**config.mk**
```make
export PLATFORM = sky130hd
export DESIGN_NAME = gpio_csrc_arb
export DESIGN_NICKNAME = d
export VERILOG_FILES = /design/src/rtl/gpio_csrc_pkg.sv /design/src/rtl/gpio_csrc_decode.sv /design/src/rtl/gpio_csrc_owner.sv /design/src/rtl/gpio_csrc_gate.sv /design/src/rtl/gpio_csrc_arb.sv
export SDC_FILE = /design/constraint.sdc
export NUM_CORES = 1
export LEC_CHECK = 0
export ABC_AREA = 1
export BUFFER_PORTS_ARGS = -buffer_cell sky130_fd_sc_hd__buf_4
export CORE_MARGIN = 2
export CORE_UTILIZATION = 37
export DETAILED_ROUTE_END_ITERATION = 7
export GPL_TIMING_DRIVEN = 0
export PLACE_DENSITY = 0.8
export SYNTH_ARGS = -nofsm -noshare
export SYNTH_HDL_FRONTEND = slang
export SYNTH_HIERARCHICAL = 1
export SYNTH_SLANG_ARGS = --single-unit
```
**constraint.sdc**
```tcl
create_clock -name clk_i -period 1.9 [get_ports clk_i]
set_input_delay 0.19 -clock clk_i [delete_from_list [all_inputs] [get_ports clk_i]]
set_output_delay 0.19 -clock clk_i [all_outputs]
set_load 0.01 [all_outputs]
```
**src/rtl/gpio_csrc_pkg.sv**
```systemverilog
package gpio_csrc_pkg;

  typedef enum logic [1:0] {
    OWN_HOST  = 2'd0,
    OWN_LPC   = 2'd1,
    OWN_COPRO = 2'd2,
    OWN_RSVD  = 2'd3
  } owner_e;

  typedef enum logic [2:0] {
    RC_NONE,
    RC_PIN,
    RC_DEB,
    RC_SRC_LO,
    RC_SRC_HI
  } reg_class_e;

  localparam int unsigned N_PIN_REGS = 7;
  // value, direction, irq enable, irq type x3, irq status
  localparam int unsigned PIN_OFFS [N_PIN_REGS] =
    '{32'h00, 32'h04, 32'h08, 32'h0c, 32'h10, 32'h14, 32'h18};
  localparam int unsigned N_DEB_REGS = 2;
  localparam int unsigned DEB_OFFS [N_DEB_REGS] = '{32'h40, 32'h44};
  localparam int unsigned SRC_LO_OFF = 32'h60;
  localparam int unsigned SRC_HI_OFF = 32'h64;

endpackage

```
**src/rtl/gpio_csrc_decode.sv**
```systemverilog
module gpio_csrc_decode
  import gpio_csrc_pkg::*;
#(
  parameter int unsigned AW = 8
) (
  input  logic [AW-1:0] addr_i,
  output reg_class_e    cls_o
);

  logic [N_PIN_REGS-1:0] pin_hit;
  logic [N_DEB_REGS-1:0] deb_hit;

  for (genvar i = 0; i < N_PIN_REGS; i++) begin : g_pin
    assign pin_hit[i] = (addr_i == AW'(PIN_OFFS[i]));
  end

  for (genvar i = 0; i < N_DEB_REGS; i++) begin : g_deb
    assign deb_hit[i] = (addr_i == AW'(DEB_OFFS[i]));
  end

  always_comb begin
    cls_o = RC_NONE;
    if (|pin_hit)                        cls_o = RC_PIN;
    else if (|deb_hit)                   cls_o = RC_DEB;
    else if (addr_i == AW'(SRC_LO_OFF))  cls_o = RC_SRC_LO;
    else if (addr_i == AW'(SRC_HI_OFF))  cls_o = RC_SRC_HI;
  end

endmodule

```
**src/rtl/gpio_csrc_owner.sv**
```systemverilog
module gpio_csrc_owner #(
  parameter int unsigned NG = 4,
  parameter int unsigned GW = 8,
  localparam int unsigned DW = NG * GW
) (
  input  logic          clk_i,
  input  logic          rst_ni,
  input  logic          we_lo_i,
  input  logic          we_hi_i,
  input  logic [DW-1:0] data_i,
  output logic [NG-1:0] lo_o,
  output logic [NG-1:0] hi_o
);

  // only bit g*GW of each register is implemented
  for (genvar g = 0; g < NG; g++) begin : g_grp
    always_ff @(posedge clk_i or negedge rst_ni) begin
      if (!rst_ni) begin
        lo_o[g] <= 1'b0;
        hi_o[g] <= 1'b0;
      end else begin
        if (we_lo_i) lo_o[g] <= data_i[g*GW];
        if (we_hi_i) hi_o[g] <= data_i[g*GW];
      end
    end
  end

endmodule

```
**src/rtl/gpio_csrc_gate.sv**
```systemverilog
module gpio_csrc_gate
  import gpio_csrc_pkg::*;
#(
  parameter int unsigned NG = 4,
  parameter int unsigned GW = 8,
  localparam int unsigned DW = NG * GW
) (
  input  logic          pin_wr_i,
  input  logic          open_wr_i,
  input  logic [1:0]    master_i,
  input  logic [NG-1:0] lo_i,
  input  logic [NG-1:0] hi_i,
  output logic [DW-1:0] mask_o,
  output logic          rsvd_o
);

  logic [NG-1:0] grant;
  logic [NG-1:0] rsvd;

  for (genvar g = 0; g < NG; g++) begin : g_grp
    owner_e code;
    assign code     = owner_e'({hi_i[g], lo_i[g]});
    assign rsvd[g]  = (code == OWN_RSVD);
    assign grant[g] = !rsvd[g] && (code == owner_e'(master_i));
    assign mask_o[g*GW +: GW] = {GW{open_wr_i || (pin_wr_i && grant[g])}};
  end

  assign rsvd_o = |rsvd;

endmodule

```
**src/rtl/gpio_csrc_arb.sv**
```systemverilog
module gpio_csrc_arb
  import gpio_csrc_pkg::*;
#(
  parameter int unsigned NG = 4,
  parameter int unsigned GW = 8,
  parameter int unsigned AW = 8,
  localparam int unsigned DW = NG * GW
) (
  input  logic            clk_i,
  input  logic            rst_ni,
  input  logic            wr_en_i,
  input  logic [1:0]      wr_master_i,
  input  logic [AW-1:0]   wr_addr_i,
  input  logic [DW-1:0]   wr_data_i,
  output logic [2*NG-1:0] owner_o,
  output logic [DW-1:0]   wr_mask_o,
  output logic            err_o
);

  reg_class_e    cls;
  logic          host_wr;
  logic          pin_wr;
  logic [NG-1:0] own_lo;
  logic [NG-1:0] own_hi;
  logic          any_rsvd;

  gpio_csrc_decode #(.AW(AW)) i_decode (
    .addr_i (wr_addr_i),
    .cls_o  (cls)
  );

  assign host_wr = wr_en_i && (owner_e'(wr_master_i) == OWN_HOST);
  assign pin_wr  = wr_en_i && (cls == RC_PIN);

  gpio_csrc_owner #(.NG(NG), .GW(GW)) i_owner (
    .clk_i   (clk_i),
    .rst_ni  (rst_ni),
    .we_lo_i (host_wr && (cls == RC_SRC_LO)),
    .we_hi_i (host_wr && (cls == RC_SRC_HI)),
    .data_i  (wr_data_i),
    .lo_o    (own_lo),
    .hi_o    (own_hi)
  );

  gpio_csrc_gate #(.NG(NG), .GW(GW)) i_gate (
    .pin_wr_i  (pin_wr),
    .open_wr_i (wr_en_i && (cls == RC_DEB)),
    .master_i  (wr_master_i),
    .lo_i      (own_lo),
    .hi_i      (own_hi),
    .mask_o    (wr_mask_o),
    .rsvd_o    (any_rsvd)
  );

  for (genvar g = 0; g < NG; g++) begin : g_out
    assign owner_o[2*g +: 2] = {own_hi[g], own_lo[g]};
  end

  always_ff @(posedge clk_i or negedge rst_ni) begin
    if (!rst_ni)                  err_o <= 1'b0;
    else if (pin_wr && any_rsvd)  err_o <= 1'b1;
  end

endmodule

```
# ---- Word-level counts from Yosys, hierarchy flattened
# Index checks and enable logic that the tools add are counted.
dict set report classes {
  eq_ne 22
  muxes 4
  reduce_logical 27
}
# op count
set op_table {}
lappend op_table {{equality test 8 x 7 -> 1 bit, second input constant} 4}
lappend op_table {{equality test 8 x 5 -> 1 bit, second input constant} 3}
lappend op_table {{equality test 8 x 4 -> 1 bit, second input constant} 2}
lappend op_table {{logical AND 1 bit} 14}
lappend op_table {{two-way mux 3 bit} 4}
lappend op_table {{equality test 2 bit} 4}
lappend op_table {{equality test 2 bit, second input constant} 4}
lappend op_table {{equality test 8 x 3 -> 1 bit, second input constant} 1}
lappend op_table {{zero test 8 bit} 1}
lappend op_table {{OR reduction 7 bit} 1}
lappend op_table {{equality test 3 x 2 -> 1 bit, second input constant} 2}
lappend op_table {{zero test 1 bit} 4}
lappend op_table {{logical OR 1 bit} 4}
lappend op_table {{OR reduction 4 bit} 1}
lappend op_table {{equality test 3 x 1 -> 1 bit, second input constant} 1}
lappend op_table {{equality test 3 bit, second input constant} 1}
lappend op_table {{zero test 2 bit} 1}
lappend op_table {{OR reduction 2 bit} 1}
dict set report word_totals {
  ff_bits 9
  in_bits 45
  output_inout_bits 41
  elab_cells 62
}

# ---- Longest topological paths before layout
dict set report logic_depth {
  word_depth 9
  ltp_mapped 14
  ltp_nobuf 13
}

# ---- Hierarchy
# The synthesis kept the hierarchy.
# mod instances cells_each area_per_inst_um2 seq_area_each_um2
set by_module_without_submodules {}
lappend by_module_without_submodules {gpio_csrc_gate 1 74 401.6 0.0}
lappend by_module_without_submodules {gpio_csrc_owner 1 34 297.8 200.2}
lappend by_module_without_submodules {gpio_csrc_decode 1 27 122.6 0.0}
lappend by_module_without_submodules {gpio_csrc_arb 1 20 101.3 25.0}

# ---- Worst setup path after synthesis
# OpenSTA, ideal clock, no wires.
dict set report synth_timing {
  path_kind {input port to output port}
  start {input port wr_addr_i[7]}
  end {output port wr_mask_o[1]}
  arrival_ps 1452
  path_slack_ps 258
  path_stages 14
  path_buffers 1
  cell_sequence {inv_1 nand2_2 nor2_4 nand2_1 nand2_1 inv_2 nor2_2 nand2_1 nor2_1 inv_1 a21oi_1 nand3_1 nand2_1 buf_4}
}
# element line
set synth_lines {}
lappend synth_lines {{start, declared} gpio_csrc_arb.sv:13} ;# input logic [AW-1:0] wr_addr_i,
lappend synth_lines {{equality test 8 x 7 -> 1 bit (on tied branches)} {gpio_csrc_decode.sv:25, gpio_csrc_decode.sv:18}}
lappend synth_lines {{two-way mux 3 bit or OR reduction 2 bit (tied branches)} {gpio_csrc_decode.sv:25, gpio_csrc_decode.sv:24}}
lappend synth_lines {{two-way mux 3 bit} gpio_csrc_decode.sv:24} ;# else if (|deb_hit) cls_o = RC_DEB;
lappend synth_lines {{two-way mux 3 bit (*)} gpio_csrc_decode.sv:23} ;# if (|pin_hit) cls_o = RC_PIN;
lappend synth_lines {{net cls[0]} gpio_csrc_arb.sv:20} ;# reg_class_e cls;
lappend synth_lines {{equality test 3 x 1 -> 1 bit (*)} gpio_csrc_arb.sv:33} ;# assign pin_wr = wr_en_i && (cls == RC_PIN);
lappend synth_lines {{logical AND 1 bit (*)} gpio_csrc_arb.sv:33}
lappend synth_lines {{net pin_wr} gpio_csrc_arb.sv:22} ;# logic pin_wr;
lappend synth_lines {{logical AND 1 bit (*)} gpio_csrc_gate.sv:25} ;# assign mask_o[g*GW +: GW] = {GW{open_wr_i || (pin_wr_i && grant[g])}};
lappend synth_lines {{logical OR 1 bit (*)} gpio_csrc_gate.sv:25}
lappend synth_lines {{end, declared} gpio_csrc_arb.sv:16} ;# output logic [DW-1:0] wr_mask_o,
# The timed path passes the listed nets; every way through them passes the cells marked *.

# ---- Worst setup path after layout
dict set report layout_timing {
  start {input port wr_addr_i[4]}
  end {output port wr_mask_o[25]}
}
# Same word-level chain as after synthesis.

==> results.py <==
metrics = {
    "hold_path": {
        "hold_path.class": "input pin to flip-flop",
    },
    "global_routing": {
        "grt.total_usage_pct": 15.4,
        "grt_pass1_wl_microns": 3350,
        "grt_pass1_vias": 795,
        "antenna_found_initial": 0,
        "grt-ovfl-total": 0,
        "grt_max_degree": 10,
    },
    "final_layout": {
        "stdcell_area_sq_um": 1670,
        "drive_gt1_share_pct": 59.1,
        "fin_util_pct": 69.2,
        "num_antenna_cells": 0,
        "nNetsFinal": 266,
        "final_cell_mix": "buf_4, nand2_1, buf_6",
        "final_common_cell": "buf_4",
        "final_cells": 250,
        "areaGrowthSynthToFinish_pct": 80.5,
    },
    "drt": {
        "via_per_inst": 4.24,
        "first_iter_violations": 8,
        "routed_wl_microns": 2430,
        "dr_total_vias": 1060,
        "top_layer_used": "met4",
        "drt-met1-wl_microns": 1010,
        "dr_wl_met2_microns": 1290,
        "drtPass1Iterations": 4,
        "drc_errors": 0,
        "ant_nets": 0,
        "wl_per_cell_microns": 9.74,
        "route.met3.wl_microns": 125,
    },
    "clocking": {
        "numCtsBuffers": 3,
        "root_buffer": "clkbuf_4",
        "clk_latency_ns": 0.26,
        "path_clk_slew_ns": 0.06,
        "cts_buffer_depth": 2,
        "cts.sinks": 9,
        "cts_tree": "yes",
        "htree_levels": 1,
    },
    "worst_setup_path": {
        "reg2reg_depth": 4,
        "rr_endpoint": "err_o$_DFFE_PN0P_",
        "crit_slowest_cell": "a21oi_2",
        "worstPathRequired_ns": 1.71,
        "crit_path_end_kind": "primary output",
        "start_kind": "input pin",
        "path_max_fanout": 8,
        "worstPathArrival_ns": 1.66,
        "max_stage_delay_ns": 0.13,
        "worst-path-stages": 16,
        "crit_type": "input pin to primary output",
        "worst_path_most_repeated_cell": "inv_2",
        "reg2reg_from": "i_owner/lo_o[0]$_DFFE_PN0P_",
        "path_cells": "buf_6, inv_2, nand2_2, nor2_4, nand2_2, nand2_4, inv_2, nor2_4, nand2_1, nor2_1, inv_2, a21oi_2, nand3_2, nand2_4, buf_4, buf_4",
        "startpoint": "wr_addr_i[4]",
        "cp_top_family": "simple AND/OR/NAND/NOR gates",
        "path_buf_inv": 6,
        "r2r_setup_slack_ns": 0.98,
        "critPathCapture": "wr_mask_o[25]",
    },
    "synth": {
        "synth-seq-cells": 9,
        "syn_nets": 200,
        "syn_inst": 155,
        "synth_area_per_cell_sq_um": 5.96,
        "yosysSeqAreaShare_pct": 24.4,
        "yosys_warnings": 6,
        "ys_types": 14,
        "synth_area_sq_um": 923,
    },
    "die": {
        "fp.coreArea_sq_um": 2410,
        "die_area_sq_um": 2910,
        "fp-row-count": 18,
        "die_x_microns": 54.0,
        "die_h_microns": 54.0,
        "initial_core_util_pct": 38.3,
        "io_pins": 86,
    },
    "timing": {
        "final.min_clock_period_ns": 1.85,
        "max_freq_mhz": 540,
        "maxSlewViolCount": 0,
        "worst_pin_slew_ns": 0.353,
        "whs_ns": 0.141,
        "finalClockSkew_ns": 0.00454,
        "timing.final.crit_share_pct": 97.4,
        "rsz0062_at_grt": "yes",
        "slew_headroom_pct": 76.4,
        "worst_slack_ns": 0.0490,
        "hold_viol": 0,
        "setup_viol": 0,
    },
    "job": {
        "drv_cap": 0,
    },
    "placed_design": {
        "placed_cell_area_sq_um": 1390,
        "io_buffers": 57,
        "place_ws_ns": -0.0418,
        "hpwl_microns": 1730,
        "gp_congestion": 0.768,
        "post-place-cells": 242,
    },
    "power_and_ir_drop": {
        "power_density_nw_per_um2": 273,
        "power_leakage_nw": 0.940,
        "vdd_drop_max_mv": 0.369,
    },
    "status": {
        "outcome": "complete, no violations",
    },
}
-- what timing repair did --
item	in CTS	in global routing
resized for setup	4	59
pin swaps	0	19
buffers inserted	0	3
setup endpoints to repair	28	32
endpoints found under the hold margin	9	0
hold buffers	1	0
-- tightest hold or removal path, stage by stage --
cell and delay, ns:
buf_4 0.08, nand2_1 0.04, nand2_1 0.05
-- area by class of cell --
type | instances | area (sq um)
Tap cell | 30 | 37.5
Sequential cell | 9 | 225
Fill cell | 211 | 743
Timing Repair Buffer | 61 | 532
Buffer | 28 | 251
Inverter | 25 | 96.3
Clock buffer | 4 | 26.3
Multi-Input combinational cell | 93 | 498
-- kinds of logic (layout without fill, tap and decap cells) --
logic type | after synthesis | after routing | synth area share (%)
XOR/XNOR | 1 | 1 | 0.949
AO/OA/AOI/OAI | 5 | 5 | 2.71
AND/OR/NAND/NOR | 87 | 87 | 39.0
flip-flops | 9 | 9 | 24.4
buffers and inverters | 53 | 118 | 32.9
-- sequential cells by signal (all words and copies together) (netlist names) --
register,cells
err_o,1
i_owner/lo_o,4
i_owner/hi_o,4
-- where the power goes --
| part | total (mW) | internal (mW) | switching (mW) |
|---|---|---|---|
| Sequential | 0.195 | 0.193 | 0.00213 |
| Clock | 0.143 | 0.0807 | 0.0624 |
| Combinational | 0.117 | 0.0633 | 0.0539 |
-- how the worst min path moves through the flow --
| stage | startpoint | end | slack, ns | depth (start not counted) |
|---|---|---|---|---|
| final | wr_data_i[24] | i_owner/lo_o[3]$_DFFE_PN0P_ | 0.14 | 3 |
| after floorplan | rst_ni | err_o$_DFFE_PN0P_ | -0.11 | 0 |
| after CTS | wr_data_i[24] | i_owner/lo_o[3]$_DFFE_PN0P_ | 0.13 | 3 |
| after global routing | wr_data_i[16] | i_owner/hi_o[2]$_DFFE_PN0P_ | 0.14 | 3 |
| after global placement | rst_ni | i_owner/lo_o[1]$_DFFE_PN0P_ | 0.02 | 1 |
| after detailed placement | rst_ni | i_owner/lo_o[2]$_DFFE_PN0P_ | 0.02 | 1 |
-- cell usage after synthesis --
cell      n  area, sq um
nand2_1  57          214
buf_4    28          210
inv_1    16         60.1
nor2_1   15         56.3
dfrtp_1   9          225
inv_2     9         33.8
nand3_1   7         35.0
a21oi_1   3         15.0
nor2_2    3         18.8
nand2_2   2         12.5
nand4_1   2         12.5
o21ai_1   2         10.0
nor2_4    1         11.3
xnor2_1   1         8.76
-- layer usage --
metal / up-vias / GRT usage [%]
li1: 561 / -
met4: 0 / 5.13
met5: - / 0
met3: 2 / 1.39
met1: 468 / 20.3
met2: 29 / 26.0
-- through the flow --
| stage | power [mW] | TNS (ns) |
|---|---|---|
| floorplan | 0.238 | 0 |
| CTS | 0.436 | 0 |
| detailed placement | 0.289 | -1.09 |
| finish | 0.455 | 0 |
| global route | 0.476 | -0.937 |
| global placement | 0.288 | -0.521 |
Note: power is estimated with default switching activity, not from simulation.
